## src/rtl/lsu_agu_pkg.sv

```systemverilog
package lsu_agu_pkg;
  localparam int unsigned ADDR_W = 32;
  localparam int unsigned IMM_W  = 12;
  localparam int unsigned SH_W   = 5;

  typedef enum logic [1:0] {
    IDX_PRE_KEEP = 2'd0,
    IDX_PRE_UPD  = 2'd1,
    IDX_POST     = 2'd2
  } idx_mode_e;

  typedef struct packed {
    logic [ADDR_W-1:0] addr;
    logic [ADDR_W-1:0] new_base;
    logic              wb_en;
  } agu_result_t;
endpackage

```

## src/rtl/agu_offset.sv

```systemverilog
module agu_offset #(
  parameter int unsigned AW   = 32,
  parameter int unsigned IMMW = 12,
  parameter int unsigned SHW  = 5
) (
  input  logic [IMMW-1:0] imm,
  input  logic [AW-1:0]   reg_val,
  input  logic [SHW-1:0]  shamt,
  input  logic            use_reg,
  output logic [AW-1:0]   offset
);
  localparam int unsigned STAGES = SHW;

  logic [AW-1:0] stage [STAGES+1];
  logic [AW-1:0] imm_ext;

  assign stage[0] = reg_val;

  // logarithmic left shifter: stage k moves by 2^k when shamt[k] is set
  generate
    for (genvar k = 0; k < STAGES; k++) begin : g_shift
      localparam int unsigned DIST = 1 << k;
      if (DIST < AW) begin : g_live
        assign stage[k+1] = shamt[k] ? {stage[k][AW-1-DIST:0], {DIST{1'b0}}} : stage[k];
      end else begin : g_flush
        assign stage[k+1] = shamt[k] ? '0 : stage[k];
      end
    end
  endgenerate

  assign imm_ext = {{(AW-IMMW){1'b0}}, imm};
  assign offset  = use_reg ? stage[STAGES] : imm_ext;
endmodule

```

## src/rtl/agu_addsub.sv

```systemverilog
module agu_addsub #(
  parameter int unsigned AW = 32
) (
  input  logic [AW-1:0] base,
  input  logic [AW-1:0] offset,
  input  logic          sub,
  output logic [AW-1:0] sum
);
  logic [AW-1:0] operand;
  logic [AW-1:0] carry_in;

  // single adder: subtraction as base + ~offset + 1, result truncated (wraps)
  assign operand  = offset ^ {AW{sub}};
  assign carry_in = {{(AW-1){1'b0}}, sub};
  assign sum      = base + operand + carry_in;
endmodule

```

## src/rtl/agu_index.sv

```systemverilog
module agu_index
  import lsu_agu_pkg::*;
#(
  parameter int unsigned AW = 32
) (
  input  logic [AW-1:0] base,
  input  logic [AW-1:0] sum,
  input  logic          post,
  input  logic          update,
  output logic [AW-1:0] addr,
  output logic [AW-1:0] new_base,
  output logic          wb_en
);
  idx_mode_e mode;

  always_comb begin
    if (post)        mode = IDX_POST;
    else if (update) mode = IDX_PRE_UPD;
    else             mode = IDX_PRE_KEEP;
  end

  always_comb begin
    unique case (mode)
      IDX_POST: begin
        addr     = base;
        new_base = sum;
        wb_en    = 1'b1;
      end
      IDX_PRE_UPD: begin
        addr     = sum;
        new_base = sum;
        wb_en    = 1'b1;
      end
      default: begin
        addr     = sum;
        new_base = base;
        wb_en    = 1'b0;
      end
    endcase
  end
endmodule

```

## src/rtl/lsu_addr_gen.sv

```systemverilog
module lsu_addr_gen
  import lsu_agu_pkg::*;
(
  input  logic              clk,
  input  logic              rst_n,
  input  logic              in_valid,
  output logic              in_ready,
  input  logic [ADDR_W-1:0] in_base,
  input  logic [IMM_W-1:0]  in_imm,
  input  logic [ADDR_W-1:0] in_ofs_reg,
  input  logic [SH_W-1:0]   in_shamt,
  input  logic              in_sub,
  input  logic              in_use_reg,
  input  logic              in_post,
  input  logic              in_update,
  output logic              out_valid,
  input  logic              out_ready,
  output logic [ADDR_W-1:0] out_addr,
  output logic [ADDR_W-1:0] out_new_base,
  output logic              out_wb_en
);
  logic [ADDR_W-1:0] offset;
  logic [ADDR_W-1:0] sum;
  agu_result_t       comb_res;
  agu_result_t       held_res;
  logic              held_valid;
  logic              take_in;

  agu_offset #(.AW(ADDR_W), .IMMW(IMM_W), .SHW(SH_W)) u_offset (
    .imm     (in_imm),
    .reg_val (in_ofs_reg),
    .shamt   (in_shamt),
    .use_reg (in_use_reg),
    .offset  (offset)
  );

  agu_addsub #(.AW(ADDR_W)) u_addsub (
    .base   (in_base),
    .offset (offset),
    .sub    (in_sub),
    .sum    (sum)
  );

  agu_index #(.AW(ADDR_W)) u_index (
    .base     (in_base),
    .sum      (sum),
    .post     (in_post),
    .update   (in_update),
    .addr     (comb_res.addr),
    .new_base (comb_res.new_base),
    .wb_en    (comb_res.wb_en)
  );

  assign in_ready = !held_valid || out_ready;
  assign take_in  = in_valid && in_ready;

  always_ff @(posedge clk or negedge rst_n) begin
    if (!rst_n) begin
      held_valid <= 1'b0;
      held_res   <= '0;
    end else begin
      if (in_ready) held_valid <= in_valid;
      if (take_in)  held_res   <= comb_res;
    end
  end

  assign out_valid    = held_valid;
  assign out_addr     = held_res.addr;
  assign out_new_base = held_res.new_base;
  assign out_wb_en    = held_res.wb_en;
endmodule

```

## config.mk

```make
export PLATFORM = sky130hd
export DESIGN_NAME = lsu_addr_gen
export DESIGN_NICKNAME = d
export VERILOG_FILES = /design/src/rtl/lsu_agu_pkg.sv /design/src/rtl/agu_offset.sv /design/src/rtl/agu_addsub.sv /design/src/rtl/agu_index.sv /design/src/rtl/lsu_addr_gen.sv
export SDC_FILE = /design/constraint.sdc
export NUM_CORES = 1
export LEC_CHECK = 0
export BUFFER_PORTS_ARGS = -buffer_cell sky130_fd_sc_hd__buf_4
export CORE_MARGIN = 8
export CORE_UTILIZATION = 27
export DETAILED_ROUTE_END_ITERATION = 16
export SETUP_SLACK_MARGIN = 0.02
export SKIP_CTS_REPAIR_TIMING = 1
export SYNTH_ARGS = -nofsm -noshare
export SYNTH_HDL_FRONTEND = slang
export SYNTH_SLANG_ARGS = --single-unit
```

## constraint.sdc

```tcl
create_clock -name clk -period 1.6 [get_ports clk]
set_clock_uncertainty 0.2 [all_clocks]
set_input_delay 0.32 -clock clk [delete_from_list [all_inputs] [get_ports clk]]
set_output_delay 0.32 -clock clk [all_outputs]
set_load 0.1 [all_outputs]
```

* Yosys cells after proc, flatten, opt, wreduce, memory -nomap -nowiden *
Cells that the tools add are included.

storage, ports and cells
  output and inout bits = 67
  register bits after elaboration = 66
  bits of input ports = 89
  word-level logic and storage cells = 24

operators by class
  eq/ne operators = 2
  reduce and logical (&&, ||, !) cells = 4
  add/subtract/negate cells = 2
  mux-type cells = 11
  bitwise operators = 1

operators with widths
  cell                                                                   count
  32-bit 2-to-1 mux                                                      8
  32-bit by 1-bit adder with 32-bit output                               1
  32-bit adder                                                           1
  32-bit XOR                                                             1
  2-bit by 1-bit equality test with 1-bit output, second input constant  1
  2-bit equality test, second input constant                             1
  1-bit 2-to-1 mux                                                       2
  2-bit 2-to-1 mux                                                       1
  2-bit OR reduction                                                     1
  1-bit logical AND                                                      1
  1-bit logical NOT                                                      1
  1-bit logical OR                                                       1

* Longest topological paths before layout *
Gate-level depths: netlist of run 1.

  depth in word-level cells = 10
  depth in mapped cells = 21
  depth with buffers taken out = 17

* Modules after synthesis *
A second synthesis of run 1 with hierarchy kept.

second synthesis, totals
  cells, all modules = 748
  area total of the unflattened synthesis = 7676.1 µm²

by module, submodules not included
  module        area each (µm²)  instances  cells an instance
  lsu_addr_gen  2727.6           1          141
  agu_offset    2058.2           1          264
  agu_addsub    1943.1           1          270
  agu_index     947.2            1          73

* Worst setup path before layout of run 1 *
OpenSTA, ideal clock, no wires.

  kind = input to register
  start = input port in_shamt[1]
  end = register held_res, in the netlist out_addr[30]
  library setup time = 128 ps
  arrival = 4196 ps
  stages = 18
  required time = 1272 ps
  path slack = -2924 ps
  path through = buf_2 -> buf_1 -> buf_1 -> a21oi_1 -> mux2_2 -> o21ai_0 -> o2bb2ai_1 -> xor2_1 -> ha_1 -> clkbuf_1 -> nand4_1 -> o22a_1 -> a21o_1 -> a311oi_1 -> o21ai_1 -> a311oi_1 -> mux2i_1 -> nand3_1

on the way
  word-level cells in the longest chain between the ends = 9

ends and longest elaborated chain
  item                                      RTL line            RTL
  from (decl)                               lsu_addr_gen.sv:11  input logic [SH_W-1:0] in_shamt,
  32-bit 2-to-1 mux (4 in a row)            agu_offset.sv:24    assign stage[k+1] = shamt[k] ? {stage[k][AW-1-DIST:0], {DIST{1'b0}}} : stage[k];
  32-bit 2-to-1 mux                         agu_offset.sv:32    assign offset = use_reg ? stage[STAGES] : imm_ext;
  32-bit XOR                                agu_addsub.sv:13    assign operand = offset ^ {AW{sub}};
  32-bit adder                              agu_addsub.sv:15    assign sum = base + operand + carry_in;
  32-bit by 1-bit adder with 32-bit output  agu_addsub.sv:15
  32-bit 2-to-1 mux                         agu_index.sv:23     unique case (mode)
  to (signal assigned)                      lsu_addr_gen.sv:63  if (take_in) held_res <= comb_res;
  to (decl)                                 lsu_addr_gen.sv:25  agu_result_t held_res;

Every way passes these cells.
A chain may end at the register's enable or synchronous reset.

* Worst setup path in the final report of run 1 *
  start = input port in_shamt[0]
  end = register held_res, in the netlist out_addr[30]

on the way
  word-level cells in the longest chain between the ends = 10

ends and longest elaborated chain
  item                                      RTL line
  32-bit 2-to-1 mux (5 in a row)            agu_offset.sv:24
  32-bit 2-to-1 mux                         agu_offset.sv:32
  32-bit XOR                                agu_addsub.sv:13
  32-bit adder                              agu_addsub.sv:15
  32-bit by 1-bit adder with 32-bit output  agu_addsub.sv:15
  32-bit 2-to-1 mux                         agu_index.sv:23

Every way passes these cells.

==> results of run 1 <==
[layout make-up]
class / instances / area (um2)
antenna: 1 / 2.50
clock buffer: 11 / 233
clock inverter: 5 / 55.1
fill: 2441 / 13700
inverter: 10 / 37.5
multi-input combinational: 708 / 5740
sequential: 66 / 1660
tap: 330 / 413
timing repair buffer: 394 / 3190
[synth_stat cells (all sizes together) (3+ instances only)]
cell type  count
nand2        120
a21oi         68
nor2          68
dfrtp         66
mux2i         64
o21ai         58
xnor2         48
clkbuf        44
nand3         37
ha            32
mux4          21
a21o          18
and3          18
buf           18
nor3          18
o22ai         12
mux2          11
nand2b        11
a31oi         10
inv           10
xor2          10
a211oi         7
nor2b          6
o21bai         6
o211ai         5
a311oi         4
nand4          4
o21a           4
o31ai          4
or2            4
or3            4
nand3b         3
o2bb2ai        3
[per-stage QoR]
stage                     TNS [ps]  hold WS, ps
after floorplan            -114610         -176
after global placement     -145720         33.6
after detailed placement   -148280         34.9
after CTS                  -126500         -319
after global routing       -121400         30.7
final                      -112730         33.1
[cell usage in the layout (no fill, tap or decap), types with 10 or more instances in the layout]
cell type / synthesis / routed
o22ai_1: 12 / 12
a21o_1: 18 / 18
a21oi_1: 68 / 40
xnor2_2: 0 / 15
nor3_1: 17 / 16
clkbuf_16: 0 / 11
ha_1: 32 / 30
mux2i_2: 0 / 12
and3_1: 18 / 15
a31oi_1: 10 / 10
o21ai_0: 53 / 14
nand3_1: 37 / 36
nand2b_1: 11 / 10
dfrtp_1: 66 / 65
xnor2_1: 48 / 32
nand2_1: 120 / 117
buf_6: 1 / 17
o21ai_1: 4 / 34
mux2i_1: 64 / 49
a21oi_2: 0 / 25
nor2_1: 68 / 56
mux4_2: 21 / 21
buf_4: 0 / 364
[worst max path at each step]
stage / from / endpoint / slack [ps]
final: in_shamt[0] / out_addr[30]$_DFFE_PN0P_ / -2180
after floorplan: in_shamt[0] / out_addr[30]$_DFFE_PN0P_ / -2410
after CTS: in_shamt[0] / out_addr[30]$_DFFE_PN0P_ / -2470
after global placement: in_shamt[0] / out_new_base[30]$_DFFE_PN0P_ / -2760
after detailed placement: in_shamt[0] / out_addr[30]$_DFFE_PN0P_ / -2820
after global routing: in_shamt[0] / out_addr[30]$_DFFE_PN0P_ / -2300
[cells by family after synthesis]
family / Yosys count / share of synthesized area (%)
mux: 96 / 18.0
flops: 66 / 24.1
compound gates: 220 / 20.1
xor+xnor: 58 / 7.41
fa+ha+maj: 33 / 6.13
buf+inv: 72 / 4.20
simple gates: 301 / 20.0
[flip-flops by register name, indices dropped and copies added (netlist names)]
signal and count:
out_addr 32, out_new_base 32, out_valid 1, out_wb_en 1
[where the power goes]
| part | internal (W) | total [W] | switching, W |
|---|---|---|---|
| logic | 0.00298 | 0.00860 | 0.00563 |
| registers | 0.00208 | 0.00235 | 0.000271 |
| clock network | 0.00120 | 0.00193 | 0.000732 |
| total | 0.00625 | 0.0129 | 0.00663 |
[worst reg2reg max path, stage by stage (launching register included)]
cell and delay, ps:
dfrtp_4 490, nand2b_4 110, and2_4 190, buf_4 210
buf_12 180, nor2_1 60, a31oi_1 140
[per-layer routing]
metal	GRT usage (%)	up-vias	wire [um]
met2	23.6	267	11900
met5	0	-	0
met1	23.0	3639	12600
met3	2.43	29	1720
li1	-	3762	-
met4	4.59	0	536
==> impl.org, run 1 <==
** Run status
- The run finished, with violations left.
- The checks that failed: negative setup slack.

** Setup path
- Worst Reg-to-Reg Cells :: 6
- At the worst endpoint, the required time is around 1600 ps.
- The startpoint identified for the worst register-to-register timing path is out_valid$_DFFE_PN0N_.
- Walking the worst path, the cells encountered are buf_16, mux4_2, mux2_4, o21ai_2, o2bb2ai_1, xor2_1, ha_1, and4_1, o2111ai_1, a21o_1, a311oi_2, o21ai_2, a311oi_2, buf_4, mux2i_1, nand3_1.
- Largest fanout on the critical path :: 7
- Worst flop-to-flop path endpoint :: out_new_base[6]$_DFFE_PN0P_
- Family of cells with the greatest summed delay on the critical path :: compound AO/OA/AOI/OAI gates
- Endpoint type of the worst setup path :: flop
- The number of buffers and inverters on the critical path is 2.
- Among all stages on the critical path, the largest delay is contributed by mux4_2.
- STA classifies the critical path startpoint as a primary input.
- Data on the critical path arrives at its endpoint at between 3000 and 4000 ps.
- Longest individual stage delay on the worst path :: 530 ps
- Crit path kind :: primary input to flop
- Instance count on the critical path :: 16
- The worst register-to-register path has a setup slack of -40 ps.

** Routing
- Initial DRT Pass Iterations :: 5
- The detail route stage leaves a number of antenna-violating nets equal to 0.
- Total via count in the routed design :: slightly below 8000
- Vias per cell :: 5.05
- Count of routing violations after the opening detailed-route iteration :: 622
- The routed design has 26.8 mm of wire.
- In the routed design, unresolved DRC markers number 0.
- After detailed routing, the average wire length per cell comes to 17.5 um.

** Finish
- Net count of the finished layout :: 1311
- Final standard cell area without fillers :: around 11000 um2
- Final standard cell utilization of the core :: about 45%
- Area growth from synthesis to final layout :: 65.3%
- Non-filler cells, final :: 1525
- Of the cells placed in the final design, the portion with a size suffix greater than 1 is 48.7%.

** STA
- Min cycle time layout :: 3780 ps
- At the pin with the least slew margin, the transition time is 512 ps.
- Hold Fails Final Rpt :: 0
- Setup violators final :: 65
- After layout, the worst setup slack is -2180 ps.
- Timing would allow up to 0.265 GHz.
- The max-slew violation count is 0.
- Setup repair after global routing could not meet its margin everywhere.
- Final period utilization :: 236%
- The worst pin sits at a relative slew slack of between 60% and 70%.

** Global routing
- Total track usage :: 15.8%
- The via count of the first global-routing pass came to 7272.
- Number of antenna violations at the first check in global routing :: 1
- Pin count of the biggest net entering global routing :: 47
- Global-route wire length before repair :: 39.7 mm
- Remaining global-route overflow :: 0

** Hold path
- Number of stages on the worst hold path :: 2
- The startpoint identified for the worst hold timing path is in_valid.
- The path with the worst hold slack has its endpoint at out_valid$_DFFE_PN0N_.
- Kind of path behind the tightest hold check :: primary input to flop

** Synthesis
- Cell taking the most area after synthesis :: dfrtp_1
- Total nets after synthesis :: between 900 and 1000
- Post-synthesis sequential area ratio :: 24.1%
- Fraction of synthesized cell area taken by the top area cell type :: 24.1%
- In this run, synthesis inferred 0 flip-flops with an integrated enable.
- Yosys printed 0 warnings.
- Most frequently used flop master after synthesis :: dfrtp_1
- Synthesized area divided by synthesized cell count :: slightly above 8 um2
- The netlist uses 61 different library cells.
- Ys async rst share :: between 90% and 100%
- Flip-flop and latch count after synthesis :: 66
- The cell count after synthesis came out at 846.
- The cell area that synthesis handed to floorplanning was between 6000 and 7000 um2.
- Top cells by area, synth :: dfrtp_1, mux2i_1, mux4_2, nand2_1, xnor2_1

** Place
- At the placement stage, the worst setup path has a slack of -2820 ps.
- Post-Place Cells :: 1478
- Post-detailed-placement half-perimeter wirelength :: 21.4 mm
- Global placer's final weighted congestion :: a little under 1
- Buffers placed on the I/O ports in this run total 155.
- After detailed placement, the total cell area comes to 9960 um2.

** CTS
- Post-CTS clock slew at the launch and capture registers of the worst setup and hold paths :: 50 ps
- Worst-Skew Late Latency :: ~320 ps
- The tree is rooted in a clkbuf_16.
- Maximum number of buffers from clock root to sink :: 2
- Clock tree synthesis inserted a total of 9 buffers.
- In this run the number of H-tree levels came out at 3.
- TritonCTS built the clock tree.
- For this design, the sink count on the clock tree is 66.

** Floorplanning
- In this run the vertical extent of the chip is 175 um.
- After floorplanning, the core was sized to cover 25000 um2.
- Overall die width :: 175 um
- Die area :: 30700 um2
- I/O pin count :: 156
- In this run the core area contains 58 standard-cell rows.
- Initial core utilization :: 27.4%

** Pwr
- For this design the ratio of total power to cell area is 1140 nW/um2.
- Reported leakage power :: 5.22 nW
- Total power of the final layout :: 0.0129 W
- VDD sags by at most 1.22 mV.

** Flow run
- Max-cap violations in this run came to 0.
No activity file was read; power rests on OpenSTA's default activity.
==> inputs of run 2 (changes only) <==
Settings changed: ABC_AREA set to 1.
==> impl.org, run 2 <==
** Run status
- The flow ran to the end, but the final reports show violations.
- Failing checks :: negative setup slack

** Setup path
- The worst register-to-register path begins at out_valid$_DFFE_PN0N_.
- The critical path starts at in_shamt[0].
- Crit path kind :: primary input to flop
- Crit start category :: primary input
- Endpoint type of the worst setup path :: flop
- Required time reported for the critical path endpoint :: 1600 ps (about the same)
- Arrival time at the worst endpoint :: 3150 ps (-630 ps)
- Largest fanout on the critical path :: 5 (-2)

** Synthesis
- The count of synthesis-stage warnings from yosys was 0 (unchanged).
- Post-synthesis cell area :: 6950 um2 (+1.3%)
- Total nets after synthesis :: 1208 (+25%)
- The commonest cells after synthesis are nand2_1, nor2_1, inv_1, o21ai_0, dfrtp_1.
- The number of unique standard cell types used by synthesis is 56 (-8.2%).
- Cell taking the most area after synthesis :: dfrtp_1
- Ys async rst share :: 100% (unchanged)
- Count of mapped cells out of synthesis :: 1086 (+28%)
- In the post-synthesis netlist, the biggest area contributors are dfrtp_1, nand2_1, ha_1, xor2_1, o21ai_0.
- The number of flops mapped to enable cells by yosys is 0 (unchanged).
- The flip-flop and latch count after synthesis came to 66 (unchanged).
- By instance count, the leading cell after synthesis is nand2_1.
- Synthesized area divided by synthesized cell count :: 6.40 um2 (-21%)
- The most used flip-flop cell after synthesis is dfrtp_1.
- Post-synthesis sequential area ratio :: 23.8% (-0.32 points)
- The fraction of post-synthesis cell area in the top cell type by area was 23.8% (-0.32 points).

** Finish
- Compared with the post-synthesis result, the final layout area differs by 77.6%.
- Register Area :: 1660 um2 (unchanged)
- Layout cells sized above 1 :: 51.2% (+2.5 points)
- Final standard cell utilization of the core :: 48.9% (+3.6 points)
- The total inserted antenna cells was 0 (-1).
- Commonest non-fill, non-tap cell in the layout :: buf_4
- The number of fill cells is 2447 (+0.25%).
- The footprint of the multi-input gates was 6230 um2 (+8.5%).
- In the layout the commonest cells are buf_4, nand2_1, nor2_1.
- Net count of the finished layout :: 1581 (+21%)
- Final standard cell area without fillers :: 12300 um2 (+8.9%)

** Floorplanning
- Area of the core :: 25300 um2 (+0.87%)
- Initial core utilization :: 27.5% (+0.13 points)
- The I/O pin count was 156 (unchanged).
- Die area :: 31100 um2 (+1.2%)
- Std-Cell Rows :: 58 (unchanged)
- The chip width came to 176 um (+0.60%).
- Die Span Y :: 176 um (+0.60%)

** Pwr
- PD cells :: 1110 nW/um2 (-2.7%)
- Reported leakage power :: 6.01 nW (+15%)
- The overall power after layout is 0.0137 W (+5.9%).
- The maximum resistive drop on vdd came to 1.55 mV (+26%).

** Routing
- The post-detailed-route count of antenna-violating nets came to 0 (unchanged).
- Post-route DRC violation count :: 0 (unchanged)
- The number of detailed-route iterations in the first pass came to 5 (unchanged).
- The ratio of routed vias to standard cells was 4.83 (-4.2%).
- The total wirelength of the detailed-routed design is 28.5 mm (+6.6%).
- Drt wl/cell :: 15.9 um (-9.3%)
- Total via count in the routed design :: 8672 (+13%)
- The count of routing violations after the opening detailed-route iteration was 669 (+7.6%).

** CTS
- The clock sink total came to 66 (unchanged).
- The clock insertion delay at the later pin of the skew report is 330 ps (about the same).
- CTS tree :: done
- Clock buffer count from CTS :: 9 (unchanged)
- Total number of H-tree levels :: 3 (unchanged)
- Post-CTS clock slew at the launch and capture registers of the worst setup and hold paths :: 60 ps (about the same)
- Clock Tree Root :: clkbuf_16
- The maximum count of clock buffers along a single path is 2 (unchanged).

** STA
- Setup repair after global routing missed its margin :: yes
- Worst max-slew margin expressed relative to the limit :: 71.5% (+5.7 points)
- Measured slew at the worst slew-check pin :: 423 ps (-89.6 ps)
- Setup violators final :: 64 (-1.5%)
- Total negative setup slack :: -80500 ps (+32230 ps)
- Final number of max-transition violations :: 0 (unchanged)
- The shortest period the worst path allows is 3150 ps (-627 ps).
- Hold Fails Final Rpt :: 0 (unchanged)
- The upper clock frequency limit is 0.318 GHz (+20%).
- The final worst-path cycle share was 197% (-39 points).
- Post-route setup slack :: -1550 ps (+627 ps)

** Global routing
- The global-route wire length before repair was 42.6 mm (+7.3%).
- Total track usage :: 16.7% (+0.94 points)
- The maximum number of pins on one net before global-route repair was 67 (+43%).
- The initial antenna violation count is 0 (-1).
- The total global routing overflow was 0 (unchanged).
- Vias in the first global route :: 8049 (+11%)

** Place
- Placement-stage cell area :: 10200 um2 (+2.6%)
- Post-detailed-placement half-perimeter wirelength :: 22.6 mm (+5.5%)
- The global placement routability congestion was 0.891 (-7.5%).
- Post-Place Worst Slack :: -2360 ps (+459 ps)
- Number of input and output port buffers inserted :: 155 (unchanged)

** Hold path
- Worst hold path startpoint :: in_base[2]
- The path class of the tightest hold or removal check is primary input to flop.

** Flow run
- The reported max-cap violation count was 0 (unchanged).
run 2: cell types whose count changed after synthesis, moves of 29 or more:
cell     previous run  this run
xor2_1             10        39
a21oi_1            68        29
nand2_1           120       369
mux2i_1            64         7
inv_1              10        76
xnor2_1            48        11
o21ai_1             4        35
run 2: final cells by class:
cell class              count  area share [%]
clock buffers              11            1.97
flip-flops and latches     66            13.4
multi-input cells         882            50.5
clock inverters             5           0.436
repair inverters            2           0.223
repair buffers            412            27.1
inverters                  86            3.00
well taps                 330            3.35
run 2: report_power, final:
group | switching (W) | total [W] | internal [W]
Combinational | 0.00612 | 0.00931 | 0.00319
Clock | 0.000744 | 0.00199 | 0.00124
Sequential | 0.000272 | 0.00235 | 0.00208
run 2: cell families after synthesis:
family                     after synthesis  synth area share [%]
DFF                                     66                  23.8
adders and majority gates               33                  6.05
and+or+nand+nor                        566                  34.5
muxes                                    7                  1.01
xor gates and xnor gates                50                  6.30
buffers and inverters                  138                  8.66
AOI/OAI and AO/OA                      226                  19.7
run 2: per-stage QoR:
step,hold slack [ps],std cells
after floorplan,-176,1086
after global placement,156,1740
after detailed placement,155,1740
after CTS,-202,1756
after global routing,57.7,1794
final,60.8,1794
run 2: layer usage:
| layer | vias to the layer above | part of all wire, % | track usage (%) |
|---|---|---|---|
| li1 | 4336 | - | - |
| met1 | 4034 | 46 | 23.7 |
| met2 | 270 | 46 | 26.4 |
| met3 | 32 | 5.8 | 2.48 |
| met4 | 0 | 1.9 | 3.61 |
| met5 | - | 0 | 0 |
run 2: final timing paths:
| kind | end | slack [ps] | cells after the start |
|---|---|---|---|
| min | out_new_base[2]$_DFFE_PN0P_ | 60 | 3 |
| max in group asynchronous | out_addr[31]$_DFFE_PN0P_ | 540 | 3 |
| max | out_new_base[20]$_DFFE_PN0P_ | -1550 | 24 |
| max reg2reg | out_new_base[8]$_DFFE_PN0P_ | -110 | 5 |
| min in group asynchronous | out_addr[7]$_DFFE_PN0P_ | 340 | 3 |
| min reg2reg | out_addr[21]$_DFFE_PN0P_ | 280 | 2 |
run 2: critical path: stages:
cell and delay [ps]:
clkbuf_16 150, clkinv_16 50, nand2_2 30, and2_4 140, nand2_2 50, nand2_2 60
nand2_2 60, o21ai_2 60, buf_4 130, nand2_1 80, o21ai_2 70, nor2_1 120
xor2_1 180, inv_2 100, ha_4 160, inv_1 140, nand2_2 120, a21oi_2 210
o211ai_1 190, o21bai_4 230, xnor2_2 210, buf_4 150, buf_4 90, o21ai_1 40
